**config.mk**
```make
export PLATFORM = sky130hd
export DESIGN_NAME = link_csr_shared
export DESIGN_NICKNAME = d
export VERILOG_FILES = /design/src/rtl/link_csr_pkg.sv /design/src/rtl/link_csr_host_dec.sv /design/src/rtl/link_csr_cell.sv /design/src/rtl/link_csr_derive.sv /design/src/rtl/link_csr_shared.sv
export SDC_FILE = /design/constraint.sdc
export NUM_CORES = 1
export LEC_CHECK = 0
export BUFFER_PORTS_ARGS = -buffer_cell sky130_fd_sc_hd__buf_2
export CAP_MARGIN = 20
export CORE_AREA = 2 2 49 51
export CTS_CLUSTER_DIAMETER = 80
export CTS_CLUSTER_SIZE = 12
export DETAILED_ROUTE_END_ITERATION = 10
export DIE_AREA = 0 0 51 53
export GPL_ROUTABILITY_DRIVEN = 0
export PLACE_DENSITY = 0.69
export REMOVE_ABC_BUFFERS = 1
export SETUP_SLACK_MARGIN = 0.4
export SYNTH_ARGS = -nofsm -noshare
export SYNTH_HDL_FRONTEND = slang
export SYNTH_SLANG_ARGS = --single-unit
```
**constraint.sdc**
```tcl
create_clock -name clk -period 1.6 [get_ports clk]
set_input_delay 0 -clock clk [delete_from_list [all_inputs] [get_ports clk]]
set_output_delay 0 -clock clk [all_outputs]
set_load 0.01 [all_outputs]
```
**src/rtl/link_csr_pkg.sv**
```systemverilog
package link_csr_pkg;
   localparam int unsigned CSR_W = 8;

   // bit positions (the host byte layout depends on these)
   localparam int unsigned B_GUARD   = 0;
   localparam int unsigned B_MODE    = 1;
   localparam int unsigned B_OPTPOLL = 2;
   localparam int unsigned B_OVRUN   = 3;
   localparam int unsigned B_IRQ     = 4;
   localparam int unsigned B_SENDREQ = 5;
   localparam int unsigned B_RXEMPTY = 6;
   localparam int unsigned B_TXFULL  = 7;

   // which bits the serial engine may drive, per direction
   localparam logic [CSR_W-1:0] ENG_SET_OWN = 8'b0011_1100;
   localparam logic [CSR_W-1:0] ENG_CLR_OWN = 8'b1110_1110;
endpackage

```
**src/rtl/link_csr_host_dec.sv**
```systemverilog
module link_csr_host_dec
   import link_csr_pkg::*;
#(
   parameter int unsigned ADDR_W   = 8,
   parameter logic [ADDR_W-1:0] REG_ADDR = 8'hC8
) (
   input  logic [ADDR_W-1:0] host_addr,
   input  logic              host_byte_wr,
   input  logic [CSR_W-1:0]  host_wdata,
   input  logic              host_bit_wr,
   input  logic              host_bit_val,
   output logic [CSR_W-1:0]  host_we,
   output logic [CSR_W-1:0]  host_wd
);
   localparam int unsigned IDX_W = $clog2(CSR_W);

   if (ADDR_W <= IDX_W) begin : g_bad_addr_w
      $error("ADDR_W must exceed the bit index width");
   end
   if (REG_ADDR[IDX_W-1:0] != '0) begin : g_bad_align
      $error("REG_ADDR must be aligned to the register width");
   end

   logic byte_hit, bit_hit;
   logic [IDX_W-1:0] idx;

   assign idx      = host_addr[IDX_W-1:0];
   assign byte_hit = host_byte_wr && (host_addr == REG_ADDR);
   assign bit_hit  = host_bit_wr && !byte_hit &&
                     (host_addr[ADDR_W-1:IDX_W] == REG_ADDR[ADDR_W-1:IDX_W]);

   always_comb begin
      host_we = '0;
      host_wd = {CSR_W{host_bit_val}};
      if (byte_hit) begin
         host_we = '1;
         host_wd = host_wdata;
      end else if (bit_hit) begin
         host_we[idx] = 1'b1;
      end
   end

   // a bit write never enables more than one bit
   always_comb begin
      if (!byte_hit) a_r3_single_bit: assert ($onehot0(host_we));
   end
endmodule

```
**src/rtl/link_csr_cell.sv**
```systemverilog
module link_csr_cell #(
   parameter bit CAN_SET = 1'b0,
   parameter bit CAN_CLR = 1'b0
) (
   input  logic clk,
   input  logic rst_n,
   input  logic host_we,
   input  logic host_d,
   input  logic eng_set,
   input  logic eng_clr,
   output logic q
);
   logic set_eff, clr_eff, nxt;

   if (CAN_SET) begin : g_set
      assign set_eff = eng_set;
   end else begin : g_noset
      assign set_eff = 1'b0;
   end
   if (CAN_CLR) begin : g_clr
      assign clr_eff = eng_clr;
   end else begin : g_noclr
      assign clr_eff = 1'b0;
   end

   always_comb begin
      nxt = q;
      if (set_eff)      nxt = 1'b1;
      else if (clr_eff) nxt = 1'b0;
      else if (host_we) nxt = host_d;
   end

   always_ff @(posedge clk or negedge rst_n) begin
      if (!rst_n) q <= 1'b0;
      else        q <= nxt;
   end

   // a set strobe lands even when a clear arrives with it
   a_r5_set_beats_clr: assert property (@(posedge clk) disable iff (!rst_n)
      (set_eff && clr_eff) |=> q);
   // an engine clear beats a host write of one
   a_r6_engine_first: assert property (@(posedge clk) disable iff (!rst_n)
      (clr_eff && !set_eff && host_we && host_d) |=> !q);
   // with no permitted strobe and no host write the bit holds
   a_r4_hold: assert property (@(posedge clk) disable iff (!rst_n)
      (!set_eff && !clr_eff && !host_we) |=> q == $past(q));
endmodule

```
**src/rtl/link_csr_derive.sv**
```systemverilog
module link_csr_derive
   import link_csr_pkg::*;
(
   input  logic [CSR_W-1:0] q,
   input  logic             link_mode_sel,
   output logic             rxbuf_wr_en,
   output logic             auto_mode,
   output logic             addressed_mode,
   output logic             reply_ready,
   output logic             reply_not_ready,
   output logic             opt_poll_reply_en,
   output logic             irq_req
);
   assign rxbuf_wr_en       = !q[B_GUARD];
   assign auto_mode         = q[B_MODE] && !link_mode_sel;
   assign addressed_mode    = q[B_MODE] &&  link_mode_sel;
   assign reply_not_ready   = auto_mode &&  q[B_GUARD];
   assign reply_ready       = auto_mode && !q[B_GUARD];
   assign opt_poll_reply_en = q[B_OPTPOLL];
   assign irq_req           = q[B_IRQ];

   // never both reply kinds; R9: never both modes
   always_comb begin
      a_r10_reply_excl: assert (!(reply_ready && reply_not_ready));
      a_r9_mode_excl:   assert (!(auto_mode && addressed_mode));
   end
endmodule

```
**src/rtl/link_csr_shared.sv**
```systemverilog
module link_csr_shared
   import link_csr_pkg::*;
#(
   parameter int unsigned ADDR_W   = 8,
   parameter logic [ADDR_W-1:0] REG_ADDR = 8'hC8
) (
   input  logic              clk,
   input  logic              rst_n,
   input  logic [ADDR_W-1:0] host_addr,
   input  logic              host_byte_wr,
   input  logic [7:0]        host_wdata,
   input  logic              host_bit_wr,
   input  logic              host_bit_val,
   output logic [7:0]        host_rdata,
   input  logic              link_mode_sel,
   input  logic [7:0]        eng_set,
   input  logic [7:0]        eng_clr,
   output logic              rxbuf_wr_en,
   output logic              auto_mode,
   output logic              addressed_mode,
   output logic              reply_ready,
   output logic              reply_not_ready,
   output logic              opt_poll_reply_en,
   output logic              irq_req
);
   logic [CSR_W-1:0] q, host_we, host_wd, set_g, clr_g;
   logic             auto_int;

   link_csr_host_dec #(.ADDR_W(ADDR_W), .REG_ADDR(REG_ADDR)) u_dec (
      .host_addr    (host_addr),
      .host_byte_wr (host_byte_wr),
      .host_wdata   (host_wdata),
      .host_bit_wr  (host_bit_wr),
      .host_bit_val (host_bit_val),
      .host_we      (host_we),
      .host_wd      (host_wd)
   );

   assign auto_int = q[B_MODE] && !link_mode_sel;

   // send-request responds to the engine only in automatic mode
   always_comb begin
      set_g = eng_set;
      clr_g = eng_clr;
      if (!auto_int) begin
         set_g[B_SENDREQ] = 1'b0;
         clr_g[B_SENDREQ] = 1'b0;
      end
   end

   for (genvar i = 0; i < CSR_W; i++) begin : g_bit
      link_csr_cell #(.CAN_SET(ENG_SET_OWN[i]), .CAN_CLR(ENG_CLR_OWN[i])) u_cell (
         .clk     (clk),
         .rst_n   (rst_n),
         .host_we (host_we[i]),
         .host_d  (host_wd[i]),
         .eng_set (set_g[i]),
         .eng_clr (clr_g[i]),
         .q       (q[i])
      );
   end

   assign host_rdata = q;

   link_csr_derive u_drv (
      .q                 (q),
      .link_mode_sel     (link_mode_sel),
      .rxbuf_wr_en       (rxbuf_wr_en),
      .auto_mode         (auto_mode),
      .addressed_mode    (addressed_mode),
      .reply_ready       (reply_ready),
      .reply_not_ready   (reply_not_ready),
      .opt_poll_reply_en (opt_poll_reply_en),
      .irq_req           (irq_req)
   );

   // outside automatic mode the engine cannot move send-request
   a_r7_sendreq_gate: assert property (@(posedge clk) disable iff (!rst_n)
      (!auto_mode && !host_we[B_SENDREQ]) |=> host_rdata[B_SENDREQ] == $past(host_rdata[B_SENDREQ]));
   // the interrupt bit is only dropped by the host
   a_r4_irq_sticky: assert property (@(posedge clk) disable iff (!rst_n)
      (irq_req && !host_we[B_IRQ]) |=> irq_req);
   // the engine never raises the transmit-full bit
   a_r4_txfull_host_only: assert property (@(posedge clk) disable iff (!rst_n)
      (!host_rdata[B_TXFULL] && !host_we[B_TXFULL]) |=> !host_rdata[B_TXFULL]);
endmodule

```
==> impl_metrics.tcl <==
set metrics [dict create \
    status "finished clean" \
    cts.repair.resized 0 \
    met3_length_um 117 \
    clock_skew_ns 0.0114 \
    setup_viol 0 \
    drt_iter0_drc 15 \
    grt.total_usage_pct 17.5 \
    antenna_found_initial 0 \
    p_per_area_nw_per_um2 494 \
    grt-ovfl-total 0 \
    nNetsFinal 182 \
    worstPathRequired_ns 1.78 \
    synth_warnings 0 \
    routed-via-count 829 \
    vias_per_cell 4.88 \
    top_layer "met4" \
    ios 53 \
    grt_pass1_wl_um 3350 \
    fmax_ghz 0.813 \
    area_delta_synth_final_pct 47.8 \
    tightest_slew_ns 0.338 \
    grt_pass1_vias 796 \
    synthTopCellsByArea "dfrtp_1 (27%), buf_4 (8.1%), mux2i_1 (5.4%)" \
    ys_ff_latch 8 \
    tritoncts "built" \
    path_clk_slew_ns 0.06 \
    path_class "flip-flop to flip-flop" \
    slew_headroom_pct 77.4 \
    die_w_um 51 \
    rows 17 \
    fp.coreArea_um2 2150 \
    p_leak_uw 0.000566 \
    largest_reg_flops 8 \
    fin_crit_sh_pct 76.9 \
    root_buffer "clkbuf_4" \
    hpwl_um 1620 \
    synth_top_area_cell "dfrtp_1" \
    cts_made_buffers 3 \
    combPwrFrac_pct 29.6 \
    grt_max_degree 14 \
    reg_top3 "g_bit.u_cell.q: 8 flops" \
    cp-end-kind "flip-flop" \
    initial_core_util_pct 34.4 \
    ant_nets 0 \
    clock-sinks 8 \
    htreeDepth 1 \
    syn_area_per_cell_um2 8.20 \
    wl_per_cell_um 12.1 \
    maxCapViolCount 0 \
    tns_ns 0 \
    intPower_uw 381 \
    syn_inst 90 \
    drive_gt1_share_pct 40.8 \
    syn_area_um2 738 \
    r2r_slack_ns 0.37 \
    vdd_drop_max_v 0.000467 \
    grt_setup_unrepaired "yes" \
    hold_viol 0 \
    clockBufferDepth 2 \
    wl_met2_um 1040 \
    yosysSeqAreaShare_pct 27.1 \
    largest_register "g_bit.u_cell.q" \
    synth_top_area_share_pct 27.1 \
    period_needed_ns 1.23 \
    die_area_um2 2700 \
    crit_path_max_fanout 5 \
    clock_power_share_pct 30.1 \
    antennaDiodeCount 0 \
    insertion_delay_ns 0.27 \
    wl_met1_um 848 \
    dr.pass1.iters 4 \
    drc_errors 0 \
    seqPwrFrac_pct 40.3 \
    slew_violations 0 \
    postPlaceCellArea_um2 951 \
    p_switching_uw 157 \
    wl_um 2050 \
    ys_types 33 \
    final_cell_area_um2 1090 \
    die_h_um 53 \
    swShare_pct 29.2 \
    arrival_ns 1.40 \
    portBuffers 46 \
    final_cell_mix "buf_2 (46), dlygate4sd3_1 (11), nand2_1 (8), nor2_1 (8), dfrtp_1 (8)" \
    layout_commonest_cell "buf_2" \
    cp-start-kind "flip-flop" \
    hp-class "primary input to flip-flop" \
]
-- cells in the mapped netlist --
| cell type | count |
|---|---|
| a211oi_1 | 2 |
| a32oi_1 | 1 |
| clkbuf_1 | 4 |
| a31oi_1 | 3 |
| a21oi_1 | 4 |
| o31ai_1 | 2 |
| a22o_1 | 1 |
| nor4_1 | 2 |
| and4bb_2 | 1 |
| nor2b_1 | 1 |
| o211ai_1 | 1 |
| nand2b_1 | 2 |
| nand2_4 | 1 |
| dfrtp_1 | 8 |
| and2_1 | 4 |
| or3_1 | 1 |
| nand3_1 | 2 |
| and2b_4 | 1 |
| o21ai_0 | 1 |
| nand2_1 | 8 |
| o21ai_1 | 2 |
| mux2_1 | 3 |
| a32o_2 | 1 |
| mux2i_1 | 4 |
| or4b_1 | 1 |
| o21bai_1 | 1 |
| nor4b_4 | 1 |
| buf_4 | 8 |
| inv_1 | 6 |
| nand4_1 | 2 |
| and4_1 | 1 |
| nor2_1 | 8 |
| and3b_1 | 2 |
-- critical path, stage by stage, from the launching register on --
cell and delay, ns:
dfrtp_1 0.37, and2b_4 0.19, nand2_4 0.05, or4b_1 0.42, o211ai_1 0.10
-- stage by stage --
step | setup slack [ns] | instances | util, % | power [uW] | hold slack, ns
floorplan | 0.329 | 78 | - | 273 | -0.296
global placement | 0.220 | 155 | 44.3 | 355 | -0.143
detailed placement | 0.217 | 155 | 44.3 | 360 | -0.137
CTS | 0.374 | 170 | 50.8 | 542 | 0.0627
global route | 0.319 | 170 | 50.8 | 576 | 0.0922
finish | 0.370 | 170 | 50.8 | 538 | 0.0603
-- routing by layer --
metal	GRT usage [%]	up-vias
met1	19.9	373
li1	-	422
met3	5.08	6
met4	11.3	0
met2	28.6	28
met5	0	-
-- power groups by stage --
stage	Clock, uW	Combinational, uW	Sequential, uW
after floorplan	0	47.5	225
after global placement	0	135	220
after detailed placement	0	139	220
after CTS	164	161	217
after global routing	180	178	218
final	162	159	217
-- repair_timing --
| action | CTS | global route |
|---|---|---|
| buffers inserted | 1 | 0 |
| setup endpoints to repair | 1 | 1 |
| pin swaps | 2 | 1 |
| endpoints found under the hold margin | 16 | 0 |
| hold buffers | 11 | 0 |
-- cells by family after synthesis --
logic type	Yosys count	share of synthesized area, %
and+or+nand+nor	38	32.4
AOI/OAI and AO/OA	19	17.3
buffers and inverters	18	13.2
DFF	8	27.1
muxes	7	10.0
-- cell type report --
cell class                 instances  area (um2)
timing repair buffer              61         370
clock buffer                       3        22.5
sequential                         8         200
fill                             217        1060
multi-input combinational         64         440
inverter                           6        22.5
tap                               28        35.0
-- final timing paths --
check	from	end	depth (start not counted)
max in group asynchronous	rst_n	g_bit[3].u_cell.q	2
hold / removal	eng_clr[5]	g_bit[5].u_cell.q	4
hold reg to reg	g_bit[5].u_cell.q	g_bit[5].u_cell.q	2
min in group asynchronous	rst_n	g_bit[0].u_cell.q	2
setup / recovery	g_bit[1].u_cell.q	g_bit[5].u_cell.q	4
setup reg to reg	g_bit[1].u_cell.q	g_bit[5].u_cell.q	4
(Power assumes the default switching activity.)
